**src/rtl/adc_seq_pkg.sv**
```systemverilog
// Package: shared control word type for the conversion sequencer.
// Assumes the bit positions below are the software-visible layout.
package adc_seq_pkg;

    // Control word, MSB first; bit positions are software visible.
    typedef struct packed {
        logic       en;     // bit 7: block enable
        logic       rpt;    // bit 6: repeat conversions
        logic       csel;   // bit 5: 1 = oscillator tick, 0 = divided clock
        logic [1:0] fmt;    // bits 4:3: result encoding
        logic       diff;   // bit 2: 1 = differential input
        logic       rsv;    // bit 1: always zero
        logic       go;     // bit 0: start/busy
    } ctrl_t;

    typedef enum logic [1:0] {
        SQ_IDLE  = 2'd0,
        SQ_START = 2'd1,
        SQ_WAIT  = 2'd2
    } seq_state_t;

endpackage

```
**src/rtl/adc_ctrl_reg.sv**
```systemverilog
// Module: control word register.
// Holds all fields. Software writes win over hardware updates in the same
// cycle. Hardware clears start/busy on a completion when repeat is off, or
// when the threshold stop applies. The go bit can only be set while enable
// is being written as 1.
module adc_ctrl_reg
    import adc_seq_pkg::*;
(
    input  logic       clk,
    input  logic       rst_n,
    input  logic       wr_en,
    input  logic [7:0] wr_data,
    input  logic       done_evt,
    input  logic       stop_on_thr,
    input  logic       thr_flag,
    output ctrl_t      ctrl
);

    ctrl_t wr_word;
    logic  hw_stop;

    // Shape the written word: reserved bit forced low, go gated by enable.
    always_comb begin
        wr_word      = ctrl_t'(wr_data);
        wr_word.rsv  = 1'b0;
        wr_word.go   = wr_data[0] & wr_data[7];
    end

    // Decide whether a completion ends the start/busy state.
    always_comb begin
        hw_stop = !ctrl.rpt || (stop_on_thr && thr_flag);
    end

    // Register update: software write first, then hardware clear on completion.
    always_ff @(posedge clk) begin
        if (!rst_n) begin
            ctrl <= '0;
        end else if (wr_en) begin
            ctrl <= wr_word;
        end else if (done_evt && ctrl.go && hw_stop) begin
            ctrl.go <= 1'b0;
        end
    end


    go_needs_en_chk: assert property (@(posedge clk) disable iff (!rst_n)
        !(ctrl.go && !ctrl.en));


    single_clear_chk: assert property (@(posedge clk) disable iff (!rst_n)
        (done_evt && !ctrl.rpt && !wr_en) |=> !ctrl.go);


    thr_stop_chk: assert property (@(posedge clk) disable iff (!rst_n)
        (done_evt && ctrl.rpt && stop_on_thr && thr_flag && !wr_en) |=> !ctrl.go);


    rsv_zero_chk: assert property (@(posedge clk) disable iff (!rst_n)
        !ctrl.rsv);

endmodule

```
**src/rtl/adc_clk_sel.sv**
```systemverilog
// Module: conversion clock enable source.
// Chooses between the oscillator tick (assumed already synchronous to clk)
// and a divider that fires once every div+1 clocks. Nothing is issued while
// the block is disabled.
module adc_clk_sel #(
    parameter int DIV_W = 8
) (
    input  logic             clk,
    input  logic             rst_n,
    input  logic             en,
    input  logic             csel,
    input  logic [DIV_W-1:0] div,
    input  logic             osc_tick,
    output logic             tick
);

    logic [DIV_W-1:0] cnt;
    logic             div_tick;

    // Divider terminal count; >= also recovers when div shrinks.
    always_comb begin
        div_tick = (cnt >= div);
    end

    // Free-running divider counter.
    always_ff @(posedge clk) begin
        if (!rst_n) begin
            cnt <= '0;
        end else if (div_tick) begin
            cnt <= '0;
        end else begin
            cnt <= cnt + 1'b1;
        end
    end

    // Select the tick source and gate it with enable.
    always_comb begin
        tick = en && (csel ? osc_tick : div_tick);
    end


    tick_off_chk: assert property (@(posedge clk) disable iff (!rst_n)
        tick |-> en);

endmodule

```
**src/rtl/adc_seq_fsm.sv**
```systemverilog
// Module: start/complete handshake sequencer.
// Issues a one-cycle start pulse whenever start/busy is set while idle, then
// waits for the converter's done pulse. Done pulses outside the wait state
// are ignored. An in-flight conversion always runs to completion.
module adc_seq_fsm
    import adc_seq_pkg::*;
(
    input  logic clk,
    input  logic rst_n,
    input  logic en,
    input  logic go,
    input  logic conv_done,
    output logic conv_start,
    output logic done_evt
);

    seq_state_t state, state_nx;

    // Next-state logic of the handshake.
    always_comb begin
        state_nx = state;
        case (state)
            SQ_IDLE:  if (go && en) state_nx = SQ_START;
            SQ_START: state_nx = SQ_WAIT;
            SQ_WAIT:  if (conv_done) state_nx = SQ_IDLE;
            default:  state_nx = SQ_IDLE;
        endcase
    end

    // State register.
    always_ff @(posedge clk) begin
        if (!rst_n) begin
            state <= SQ_IDLE;
        end else begin
            state <= state_nx;
        end
    end

    // Decode the outputs from the state register.
    always_comb begin
        conv_start = (state == SQ_START);
        done_evt   = (state == SQ_WAIT) && conv_done;
    end


    start_pulse_chk: assert property (@(posedge clk) disable iff (!rst_n)
        conv_start |=> !conv_start);


    start_needs_go_chk: assert property (@(posedge clk) disable iff (!rst_n)
        $rose(conv_start) |-> $past(go && en));

endmodule

```
**src/rtl/adc_result_fmt.sv**
```systemverilog
// Module: raw sample to 16-bit result word encoder (combinational).
// Raw input is {sign, magnitude}. Needs RES_W >= RAW_W + 2 so that every
// encoding has a zero-fill field.
module adc_result_fmt #(
    parameter int RAW_W = 12,
    parameter int RES_W = 16
) (
    input  logic [RAW_W:0]   raw,
    input  logic             diff,
    input  logic [1:0]       fmt,
    output logic [RES_W-1:0] res
);

    localparam int PAD = RES_W - RAW_W;

    logic [RAW_W-1:0] mag;
    logic             sgn;
    logic [RES_W-1:0] mag_w;
    logic [RES_W-1:0] signed_w;

    // Split the raw sample and build the signed value.
    always_comb begin
        mag      = raw[RAW_W-1:0];
        sgn      = raw[RAW_W];
        mag_w    = {{PAD{1'b0}}, mag};
        signed_w = sgn ? (~mag_w + 1'b1) : mag_w;
    end

    // Pick the encoding from input mode and format bits.
    always_comb begin
        if (!diff) begin
            res = fmt[0] ? mag_w : {mag, {PAD{1'b0}}};
        end else begin
            case (fmt)
                2'b11:   res = {sgn, {(PAD-1){1'b0}}, mag};
                2'b10:   res = {sgn, mag, {(PAD-1){1'b0}}};
                2'b01:   res = signed_w;
                default: res = {signed_w[RAW_W:0], {(PAD-1){1'b0}}};
            endcase
        end
    end

endmodule

```
**src/rtl/adc_seq_top.sv**
```systemverilog
// Module: converter sequencer top level.
// Ties together the control word, the clock source, the handshake sequencer
// and two result encoders. It keeps the newest two raw samples and encodes
// both with the current format setting. Assumes the converter returns a
// single-cycle done pulse with conv_data valid in that cycle.
module adc_seq_top
    import adc_seq_pkg::*;
#(
    parameter int RAW_W = 12,
    parameter int RES_W = 16,
    parameter int DIV_W = 8
) (
    input  logic             clk,
    input  logic             rst_n,
    input  logic             wr_en,
    input  logic [7:0]       wr_data,
    output logic [7:0]       rd_ctrl,
    input  logic [DIV_W-1:0] sys_div,
    input  logic             osc_tick,
    output logic             conv_tick,
    output logic             conv_start,
    input  logic             conv_done,
    input  logic [RAW_W:0]   conv_data,
    input  logic             stop_on_thr,
    input  logic             thr_flag,
    output logic [RES_W-1:0] result_cur,
    output logic [RES_W-1:0] result_prev
);

    localparam int N_RES = 2;

    ctrl_t          ctrl;
    logic           done_evt;
    logic [RAW_W:0] raw_hold [N_RES];
    logic [RES_W-1:0] res_w  [N_RES];

    adc_ctrl_reg u_ctrl (
        .clk         (clk),
        .rst_n       (rst_n),
        .wr_en       (wr_en),
        .wr_data     (wr_data),
        .done_evt    (done_evt),
        .stop_on_thr (stop_on_thr),
        .thr_flag    (thr_flag),
        .ctrl        (ctrl)
    );

    adc_clk_sel #(.DIV_W(DIV_W)) u_clk (
        .clk      (clk),
        .rst_n    (rst_n),
        .en       (ctrl.en),
        .csel     (ctrl.csel),
        .div      (sys_div),
        .osc_tick (osc_tick),
        .tick     (conv_tick)
    );

    adc_seq_fsm u_fsm (
        .clk        (clk),
        .rst_n      (rst_n),
        .en         (ctrl.en),
        .go         (ctrl.go),
        .conv_done  (conv_done),
        .conv_start (conv_start),
        .done_evt   (done_evt)
    );

    // Sample history: index 0 newest, index 1 the one before it.
    always_ff @(posedge clk) begin
        if (!rst_n) begin
            raw_hold[0] <= '0;
            raw_hold[1] <= '0;
        end else if (done_evt) begin
            raw_hold[0] <= conv_data;
            raw_hold[1] <= raw_hold[0];
        end
    end

    // One encoder per held sample, all sharing the current format.
    for (genvar gi = 0; gi < N_RES; gi++) begin : g_fmt
        adc_result_fmt #(.RAW_W(RAW_W), .RES_W(RES_W)) u_fmt (
            .raw  (raw_hold[gi]),
            .diff (ctrl.diff),
            .fmt  (ctrl.fmt),
            .res  (res_w[gi])
        );
    end

    // Drive the read-back and result ports.
    always_comb begin
        rd_ctrl     = ctrl;
        result_cur  = res_w[0];
        result_prev = res_w[1];
    end


    prev_shift_chk: assert property (@(posedge clk) disable iff (!rst_n)
        done_evt |=> (raw_hold[1] == $past(raw_hold[0])));


    cur_load_chk: assert property (@(posedge clk) disable iff (!rst_n)
        done_evt |=> (raw_hold[0] == $past(conv_data)));

endmodule

```
**config.mk**
```make
export PLATFORM = sky130hd
export DESIGN_NAME = adc_seq_top
export DESIGN_NICKNAME = d
export VERILOG_FILES = /design/src/rtl/adc_seq_pkg.sv /design/src/rtl/adc_ctrl_reg.sv /design/src/rtl/adc_clk_sel.sv /design/src/rtl/adc_seq_fsm.sv /design/src/rtl/adc_result_fmt.sv /design/src/rtl/adc_seq_top.sv
export SDC_FILE = /design/constraint.sdc
export NUM_CORES = 1
export LEC_CHECK = 0
export ABC_AREA = 1
export BUFFER_PORTS_ARGS = -buffer_cell sky130_fd_sc_hd__buf_2
export CAP_MARGIN = 10
export CORE_MARGIN = 1.5
export CORE_UTILIZATION = 56
export CTS_CLUSTER_DIAMETER = 60
export DETAILED_ROUTE_END_ITERATION = 16
export PLACE_DENSITY = 0.78
export SLEW_MARGIN = 20
export SYNTH_ARGS = -nofsm -noshare
export SYNTH_HDL_FRONTEND = slang
export SYNTH_HIERARCHICAL = 1
export SYNTH_SLANG_ARGS = --single-unit
```
**constraint.sdc**
```tcl
create_clock -name clk -period 1.98 [get_ports clk]
set_input_delay 0 -clock clk [delete_from_list [all_inputs] [get_ports clk]]
set_output_delay 0 -clock clk [all_outputs]
set_load 0.05 [all_outputs]
```
==> results of run 1 <==
routing by layer:
| layer | vias to the layer above | part of all wire (%) | track usage [%] |
|---|---|---|---|
| met5 | - | 0 | 0 |
| met4 | 0 | 2.8 | 10.3 |
| met3 | 30 | 7.1 | 4.13 |
| met2 | 191 | 50 | 49.8 |
| met1 | 1956 | 40 | 33.8 |
| li1 | 2142 | - | - |
per-stage QoR:
| stage | util (%) | setup TNS (ps) | total power, mW | setup WS (ps) |
|---|---|---|---|---|
| after floorplan | - | 0 | 1.71 | 50.9 |
| after global placement | 66.5 | 0 | 1.92 | 243 |
| after detailed placement | 66.5 | 0 | 1.93 | 230 |
| after CTS | 72.4 | 0 | 2.67 | 4.17 |
| after global routing | 77.3 | -184 | 2.88 | -39.9 |
| final | 77.3 | 0 | 2.75 | 80.9 |
cell families after synthesis:
family | synth area share, %
buffers and inverters | 12.7
and+or+nand+nor | 36.0
other | 0.100
DFF | 29.9
adders and majority gates | 3.67
xor gates and xnor gates | 2.80
AOI/OAI and AO/OA | 14.8
flip-flops by register name, indices dropped and copies added, names as in the netlist:
name / count
raw_hold: 26
u_clk/cnt: 8
u_fsm/state: 2
u_ctrl/ctrl: 7
power by group:
part / switching, mW / total [mW] / internal [mW]
logic: 0.668 / 1.02 / 0.351
registers: 0.0510 / 1.03 / 0.981
clock network: 0.313 / 0.695 / 0.382
total: 1.03 / 2.75 / 1.71
path summary, 6_finish.rpt:
check,end,startpoint,slack (ps),cells after the start
setup / recovery,result_cur[6],raw_hold[0][0]$_SDFFCE_PN0P_,80,11
hold reg to reg,u_fsm/state[0]$_SDFFE_PN0P_,u_fsm/state[1]$_SDFFE_PN0P_,470,1
setup reg to reg,raw_hold[0][22]$_SDFFCE_PN0P_,u_fsm/state[1]$_SDFFE_PN0P_,330,4
hold / removal,raw_hold[0][3]$_SDFFCE_PN0P_,conv_data[3],0.07,3
synth_stat cells, types with 5 or more instances:
cell      instances
o22ai_1           8
ha_1             11
nand2_2           5
edfxtp_1         26
o211ai_1          8
buf_2            14
dfxtp_1          17
inv_2             7
xnor2_1           5
nand2_1         162
o21ai_0          31
nand3_1          44
inv_1            88
a21oi_1          31
xor2_1            7
nor2_1           91
worst reg2reg max path: cells and delay by family, from the launching register on:
| kind | cells | cell delay [ps] |
|---|---|---|
| buffers and inverters | 1 | 70 |
| and+or+nand+nor | 3 | 1040 |
| DFF | 1 | 370 |
final cells by class:
type | instances | share of cell area, %
Sequential cell | 43 | 22.6
Timing Repair Buffer | 135 | 19.4
Inverter | 97 | 7.33
Clock inverter | 3 | 0.957
Tap cell | 77 | 1.94
Clock buffer | 5 | 1.39
Multi-Input combinational cell | 439 | 46.4
timing repair:
action	CTS	global route
hold buffers	15	0
gates resized for setup	12	61
hold endpoints to repair	15	0
setup buffers	11	19
setup endpoints to repair	17	28
pin swaps	0	9
==> impl_metrics.csv, run 1 <==
group,metric,value,unit
yosys,synth_seq_area_share,29.9,%
global_routing,first_global_vias,3907,
cts,cts.path.max_buffers,2,
yosys,ys_ff_latch,43,
setup_path,worst_ep_required_time,1980,ps
finish,stdcell_count,799,
finish,drive_gt1_share,26.3,%
drt,drc,3,
floorplan,row_count,29,
drt,viasPerCell,5.41,
setup_path,cp_top_family,"simple AND/OR/NAND/NOR gates",
setup_path,crit_chain,"inv_2 -> ha_4 -> nand2_4 -> nor2_4 -> inv_1 -> nand3_1 -> nand3_1 -> nand2_1 -> nand2_1 -> nand2_1 -> clkbuf_4",
floorplan,initial_utilization,58.3,%
finish,fillers,478,
pwr,p_leak,2.50,nW
placed_design,io_buffers,75,
setup_path,crit_slowest_cell,"edfxtp_1",
pwr,powerDensity,553,nW/um2
global_routing,grtUsageTotal,27.8,%
yosys,yosys.area.top_type,"edfxtp_1",
sta,fin_crit,1900,ps
pwr,max-vdd-ir-drop,0.437,mV
yosys,yosys_warnings,6,
floorplan,die_w,84.8,um
finish,fin_area,4970,um2
finish,insertedDiodeCount,0,
global_routing,grt_max_degree,27,
global_routing,grt_first_pass_wirelength,16500,um
floorplan,die_y,84.8,um
cts,cts-htree-levels,2,
floorplan,io_pins,78,
cts,cts.sinks,43,
run_status,violations,"design-rule violations",
cts,cts_made_buffers,5,
cts,clk_pin_slew,80,ps
floorplan,die-area,7190,um2
finish,final_cell_mix,"156 x nand2_1, 87 x nor2_1, 84 x inv_1",
worst_hold_path,holdCritPathClass,"input port to register",
yosys,async_reset_ff_share,0,%
yosys,synth_cell_types,37,
setup_path,crit_top_cell,"nand2_1",
yosys,synthFlopType,"edfxtp_1",
cts,clk_latency,300,ps
finish,regArea,1120,um2
finish,final_common_cell,"nand2_1",
sta,slew_viol_final,0,
finish,multi_input_area,2300,um2
sta,fmax,527,MHz
drt,vias,4319,
sta,whs,0.0680,ps
setup_path,cp_slowest_stage_delay,430,ps
cts,cts_tree,"built",
yosys,syn-num-nets,646,
placed_design,placed_cells,746,
yosys,syn_area,3750,um2
run_status,status,"complete, but fails checks",
placed_design,place_area,4270,um2
yosys,synth.avg_cell_area,6.26,um2
setup_path,critPathBufInv,3,
setup_path,criticalPathCategory,"register to output pin",
setup_path,crit_arrival,1900,ps
job,max-cap-violations,0,
sta,finalSetupViolCount,0,
cts,root_buffer,"clkbuf_8",
sta,finalHoldViolCount,0,
yosys,ys_top_cells_by_area,"edfxtp_1 21%, nand2_1 16%, nor2_1 9.1%, dfxtp_1 9.1%, inv_1 8.8%",
sta,fin_crit_sh,95.9,%
global_routing,grt-ovfl-total,0,
drt,drt-pass1-iter-count,11,
finish,fin_nets,768,
floorplan,core_area,6420,um2
drt,wire_per_inst,12.7,um
finish,area_growth,32.5,%
sta,skew,14.0,ps
yosys,synthCells,599,
sta,rsz0062_at_grt,"yes",
global_routing,antenna_found_initial,0,
yosys,yosysTopAreaCellShare,20.8,%
drt,ant_nets,0,
placed_design,routabilityCongestion,0.946,
setup_path,end_kind,"output pin",
drt,wl,10100,um
placed_design,dp_hpwl,6890,um
yosys,synth_edf_count,26,
drt,first_iter_violations,194,
setup_path,cp_max_fo,5,
setup_path,worstSetupStartpointType,"register",
Note: power is estimated with default switching activity, not from simulation.
==> inputs of run 2 (changes only) <==
SYNTH_HIERARCHICAL = default   (was 1)
==> impl_metrics.csv, run 2 <==
group,metric,value,unit
run_status,status,"complete, but fails checks",
run_status,violations,"design-rule violations, negative setup slack",
yosys,yosys.area.top_type,"edfxtp_1",
cts,cts-htree-levels,2,
yosys,synth_edf_count,26,
placed_design,dp_hpwl,7500,um
cts,cts_made_buffers,5,
sta,fmax,500,MHz
yosys,synth.avg_cell_area,6.34,um2
sta,setup_slack,-21.4,ps
pwr,p_switching,1.07,mW
yosys,synthTopCellsByCount,"184 x nand2_1, 88 x inv_1, 76 x nor2_1, 44 x nand3_1, 30 x o21ai_0",
placed_design,routabilityCongestion,0.920,
yosys,yosys.cell_count.top_type,"nand2_1",
cts,cts.path.max_buffers,2,
yosys,syn_area,3800,um2
cts,cts.sinks,43,
finish,reg_top3,"raw_hold: 26 flops, u_clk.cnt: 8 flops, u_ctrl.ctrl: 7 flops",
yosys,syn-num-nets,647,
floorplan,row_count,29,
sta,finalSetupViolCount,2,
setup_path,worstSetupStartpointType,"register",
worst_hold_path,min_from,"conv_data[6]",
yosys,yosysTopAreaCellShare,20.5,%
finish,insertedDiodeCount,0,
finish,final_common_cell,"nand2_1",
yosys,synthCells,600,
finish,largest_reg_flops,26,
yosys,synth_seq_area_share,29.5,%
global_routing,grt_first_pass_wirelength,17700,um
setup_path,worst_ep_required_time,1980,ps
setup_path,cp_max_fo,21,
sta,rsz0062_at_grt,"yes",
setup_path,crit_chain,"buf_6 -> nor2_4 -> buf_4 -> a221oi_1 -> nand2_1 -> nand2_1 -> nand2_1 -> buf_6",
worst_hold_path,holdCritPathClass,"input port to register",
pwr,intPower,1.67,mW
floorplan,initial_utilization,58.9,%
global_routing,grt_max_degree,27,
finish,final_cell_mix,"181 x nand2_1, 81 x inv_1, 70 x nor2_1",
setup_path,criticalPathCategory,"register to output pin",
yosys,synth_cell_types,36,
setup_path,ff2ff_setup_slack,410,ps
cts,clk_latency,310,ps
sta,finalHoldViolCount,0,
global_routing,first_global_vias,3987,
drt,ant_nets,0,
global_routing,antenna_found_initial,0,
pwr,powerDensity,541,nW/um2
finish,area_growth,33.2,%
finish,fin_nets,777,
finish,max_flop_register,"raw_hold",
global_routing,grtUsageTotal,30.2,%
pwr,total_power,2.74,mW
cts,cts_tree,"built",
pwr,p_leak,2.66,nW
cts,root_buffer,"clkbuf_8",
sta,fin_crit_sh,101,%
sta,fin_setup_tns,-35.7,ps
yosys,ys_top_cells_by_area,"edfxtp_1 21%, nand2_1 18%, dfxtp_1 8.9%, inv_1 8.7%, nor2_1 7.5%",
yosys,synthFlopType,"edfxtp_1",
job,max-cap-violations,0,
sta,slew_viol_final,0,
yosys,yosys_warnings,0,
pwr,max-vdd-ir-drop,0.366,mV
setup_path,ff2ff_path_depth,6,
global_routing,grt-ovfl-total,0,
floorplan,die_y,85.4,um
floorplan,die_w,85.4,um
sta,fin_crit,2000,ps
worst_hold_path,hold_end,"raw_hold[0][6]$_SDFFCE_PN0P_",
setup_path,cp_slowest_stage_delay,370,ps
setup_path,crit_top_cell,"nand2_1",
drt,first_iter_violations,349,
finish,drive_gt1_share,25.7,%
worst_hold_path,hold_depth,3,
setup_path,r2r_end,"u_clk.cnt[2]$_SDFF_PP0_",
sta,skew,18.9,ps
drt,vias,4620,
placed_design,io_buffers,75,
drt,viasPerCell,5.72,
drt,wl,12300,um
drt,wire_per_inst,15.3,um
cts,clk_pin_slew,90,ps
pwr,p_clk_share,23.8,%
pwr,p_comb_share,38.5,%
setup_path,critPathBufInv,3,
setup_path,end_kind,"output pin",
drt,drc,1,
floorplan,die-area,7300,um2
setup_path,r2r-start,"u_clk.cnt[3]$_SDFF_PP0_",
setup_path,cp_top_family,"buffers and inverters",
setup_path,crit_arrival,2000,ps
pwr,swShare,39.0,%
setup_path,crit_slowest_cell,"dfxtp_1",
pwr,p_seq_share,37.6,%
floorplan,core_area,6460,um2
drt,drt-pass1-iter-count,11,
yosys,async_reset_ff_share,0,%
floorplan,io_pins,78,
yosys,ys_ff_latch,43,
run 2: how the worst max path moves through the flow:
stage	from	to	slack, ps	cells past startpoint
floorplan	u_ctrl.ctrl[3]$_SDFFE_PN0P_	result_prev[5]	-50	6
global placement	raw_hold[0][1]$_SDFFCE_PN0P_	result_cur[9]	280	13
detailed placement	raw_hold[0][1]$_SDFFCE_PN0P_	result_cur[9]	240	13
CTS	raw_hold[0][1]$_SDFFCE_PN0P_	result_cur[10]	-20	12
global route	raw_hold[0][2]$_SDFFCE_PN0P_	result_cur[6]	-110	13
finish	u_ctrl.ctrl[3]$_SDFFE_PN0P_	result_cur[8]	-20	8
run 2: power by group through the flow:
stage | sequential, mW | clock, mW | combinational, mW
after global placement | 1.05 | 0 | 0.832
after detailed placement | 1.05 | 0 | 0.846
after floorplan | 1.04 | 0 | 0.659
after global routing | 1.04 | 0.687 | 1.12
after CTS | 1.03 | 0.644 | 0.900
final | 1.03 | 0.654 | 1.06
run 2: layout make-up:
type	count	area (um2)
Multi-Input combinational cell	435	2250
Fill cell	448	1390
Timing Repair Buffer	151	1130
Sequential cell	43	1120
Inverter	93	353
Clock buffer	7	97.6
Tap cell	77	96.3
Timing Repair inverter	1	7.51
Clock inverter	1	6.26
run 2: stage by stage:
step / setup WS (ps) / cell area (um2) / utilization (%) / hold WS [ps] / std cells
floorplan: -49.8 / 3830 / - / 135 / 600
CTS: -18.2 / 4550 / 70.5 / 0.545 / 765
global placement: 284 / 4190 / 64.9 / 234 / 734
detailed placement: 241 / 4190 / 64.9 / 270 / 734
global route: -107 / 5070 / 78.5 / 20.2 / 808
finish: -21.4 / 5070 / 78.5 / 6.88 / 808
run 2: timing repair:
action,in CTS,in global routing
endpoints found under the setup margin,15,30
hold buffers,20,0
pin swaps,1,8
cloned,0,1
endpoints found under the hold margin,18,0
gates resized for setup,15,67
buffers inserted,3,42
run 2: routing by layer:
layer / routed length (um) / vias to the layer above / track usage (%)
li1: - / 2179 / -
met5: 0 / - / 0
met1: 4630 / 2022 / 38.0
met3: 1280 / 89 / 4.77
met2: 5780 / 330 / 50.6
met4: 654 / 0 / 14.4
run 2: worst reg2reg max path, stage by stage (launching register included):
cell and delay [ps]:
dfxtp_1 400, ha_1 270, a21oi_1 140, o21ai_0 90, nand2_1 80, nand4_1 260, nor3_1 250
run 2: cell families (layout without fill, tap and decap cells):
logic type | count (synthesis) | count (layout) | synth area share, %
AO/OA/AOI/OAI | 90 | 90 | 14.6
XOR/XNOR | 10 | 10 | 2.30
adder cells (fa/ha/maj) | 11 | 11 | 3.62
buffers and inverters | 122 | 253 | 14.3
flip-flops | 43 | 43 | 29.5
other | 1 | 1 | 0.0986
AND/OR/NAND/NOR | 323 | 323 | 35.6
==> inputs of run 3 (changes only) <==
SKIP_CTS_REPAIR_TIMING = 1   (was default)
==> impl_metrics.csv, run 3 (same netlist as run 2, synthesis figures left out) <==
group,metric,value,unit
sta,fin_crit_sh,100,%
placed_design,dp_hpwl,7500,um
drt,wl,12000,um
setup_path,ff2ff_setup_slack,410,ps
drt,vias,4544,
placed_design,routabilityCongestion,0.920,
global_routing,grt_max_degree,27,
finish,insertedDiodeCount,0,
setup_path,path_depth,10,
drt,first_iter_violations,328,
cts,clk_latency,310,ps
sta,finalSetupViolCount,1,
setup_path,cp_max_fo,4,
cts,root_buffer,"clkbuf_8",
cts,clk_pin_slew,90,ps
cts,cts.sinks,43,
cts,cts-htree-levels,2,
setup_path,crit_slowest_cell,"edfxtp_1",
floorplan,initial_utilization,58.9,%
worst_hold_path,hold_depth,3,
finish,fin_util,76.7,%
finish,final_common_cell,"nand2_1",
finish,fin_nets,771,
finish,max_flop_register,"raw_hold",
global_routing,grtUsageTotal,28.9,%
cts,cts_tree,"built",
finish,area_growth,30.2,%
finish,final_cell_mix,"180 x nand2_1, 81 x inv_1, 70 x nor2_1",
drt,viasPerCell,5.67,
pwr,p_leak,2.62,nW
floorplan,die-area,7300,um2
sta,skew,14.3,ps
setup_path,crit_top_cell,"nand2_1",
cts,cts_made_buffers,5,
finish,largest_reg_flops,26,
finish,drive_gt1_share,26.6,%
global_routing,first_global_vias,3781,
global_routing,grt-ovfl-total,0,
worst_hold_path,holdCritPathClass,"input port to register",
drt,drt-pass1-iter-count,11,
setup_path,critPathBufInv,3,
run_status,status,"complete, but fails checks",
drt,wire_per_inst,15.0,um
floorplan,io_pins,78,
setup_path,crit_chain,"buf_6 -> nor2_2 -> nand2_2 -> nand2_1 -> xor2_1 -> inv_1 -> nor2_1 -> o21bai_1 -> nand2_1 -> buf_2",
setup_path,end_kind,"output pin",
finish,reg_top3,"raw_hold: 26 flops, u_clk.cnt: 8 flops, u_ctrl.ctrl: 7 flops",
drt,drc,1,
drt,ant_nets,0,
finish,fin_area,4950,um2
sta,slew_viol_final,0,
floorplan,die_w,85.4,um
run_status,violations,"design-rule violations, negative hold slack, negative setup slack",
pwr,powerDensity,546,nW/um2
setup_path,cp_top_family,"buffers and inverters",
sta,setup_slack,-6.87,ps
global_routing,grt_first_pass_wirelength,16900,um
floorplan,die_y,85.4,um
placed_design,pre_cts_ws,241,ps
setup_path,crit_arrival,1990,ps
setup_path,criticalPathCategory,"register to output pin",
sta,rsz0062_at_grt,"yes",
floorplan,row_count,29,
sta,fmax,503,MHz
sta,fin_crit,1990,ps
cts,cts.path.max_buffers,2,
placed_design,place_area,4190,um2
sta,finalHoldViolCount,9,
setup_path,ff2ff_path_depth,5,
setup_path,worstSetupStartpointType,"register",
sta,whs,-45.1,ps
global_routing,antenna_found_initial,0,
job,max-cap-violations,0,
setup_path,worst_ep_required_time,1980,ps
sta,fin_setup_tns,-6.87,ps
floorplan,core_area,6460,um2
setup_path,cp_slowest_stage_delay,450,ps
placed_design,io_buffers,75,
pwr,max-vdd-ir-drop,0.376,mV
[run 3: cell count changes in the layout (fill, tap and decap cells not counted)]
cell | previous run | this run
nand3_2 | 4 | 3
nand2_4 | 1 | 0
nand2_2 | 2 | 4
buf_6 | 16 | 10
buf_8 | 1 | 0
buf_2 | 54 | 58
dlygate4sd3_1 | 20 | 9
nor2_4 | 7 | 6
buf_4 | 56 | 64
nand2_1 | 181 | 180
ha_4 | 1 | 2
nor2_2 | 5 | 6
nand3_1 | 40 | 41
ha_2 | 1 | 0
[run 3: layer usage]
metal | vias to the layer above | track usage, % | part of all wire (%)
li1 | 2173 | - | -
met1 | 1994 | 36.8 | 38
met2 | 304 | 48.7 | 47
met3 | 73 | 4.38 | 9.8
met4 | 0 | 12.3 | 5.0
met5 | - | 0 | 0
[run 3: worst paths after layout]
check	from	end
min	wr_data[6]	u_ctrl.ctrl[6]$_SDFFE_PN0P_
max	raw_hold[0][2]$_SDFFCE_PN0P_	result_cur[4]
max reg2reg	u_clk.cnt[5]$_SDFF_PP0_	u_clk.cnt[2]$_SDFF_PP0_
min reg2reg	u_clk.cnt[0]$_SDFF_PP0_	u_clk.cnt[0]$_SDFF_PP0_
[run 3: worst reg2reg max path, stage by stage, from the launching register on]
cell and delay (ps):
dfxtp_1 340, ha_1 300, a21oi_1 140, o21a_1 170, nand4_1 290, nor3_1 250
[run 3: metrics by stage]
stage / instances / power [mW]
finish: 802 / 2.70
detailed placement: 734 / 1.90
global route: 802 / 2.81
global placement: 734 / 1.88
floorplan: 600 / 1.70
CTS: 742 / 2.52
[run 3: power breakdown]
group          internal (mW)  total (mW)  leakage, nW  switching (mW)
sequential             0.981        1.03        0.408          0.0479
combinational          0.342        1.02         2.16           0.683
clock                  0.327       0.649       0.0539           0.322
[run 3: area by class of cell]
cell class,instances,area [um2]
multi-input combinational,435,2250
fill,487,1510
sequential,43,1120
timing repair buffer,145,1020
inverter,93,353
clock buffer,7,97.6
tap,77,96.3
timing repair inverter,1,7.51
clock inverter,1,6.26
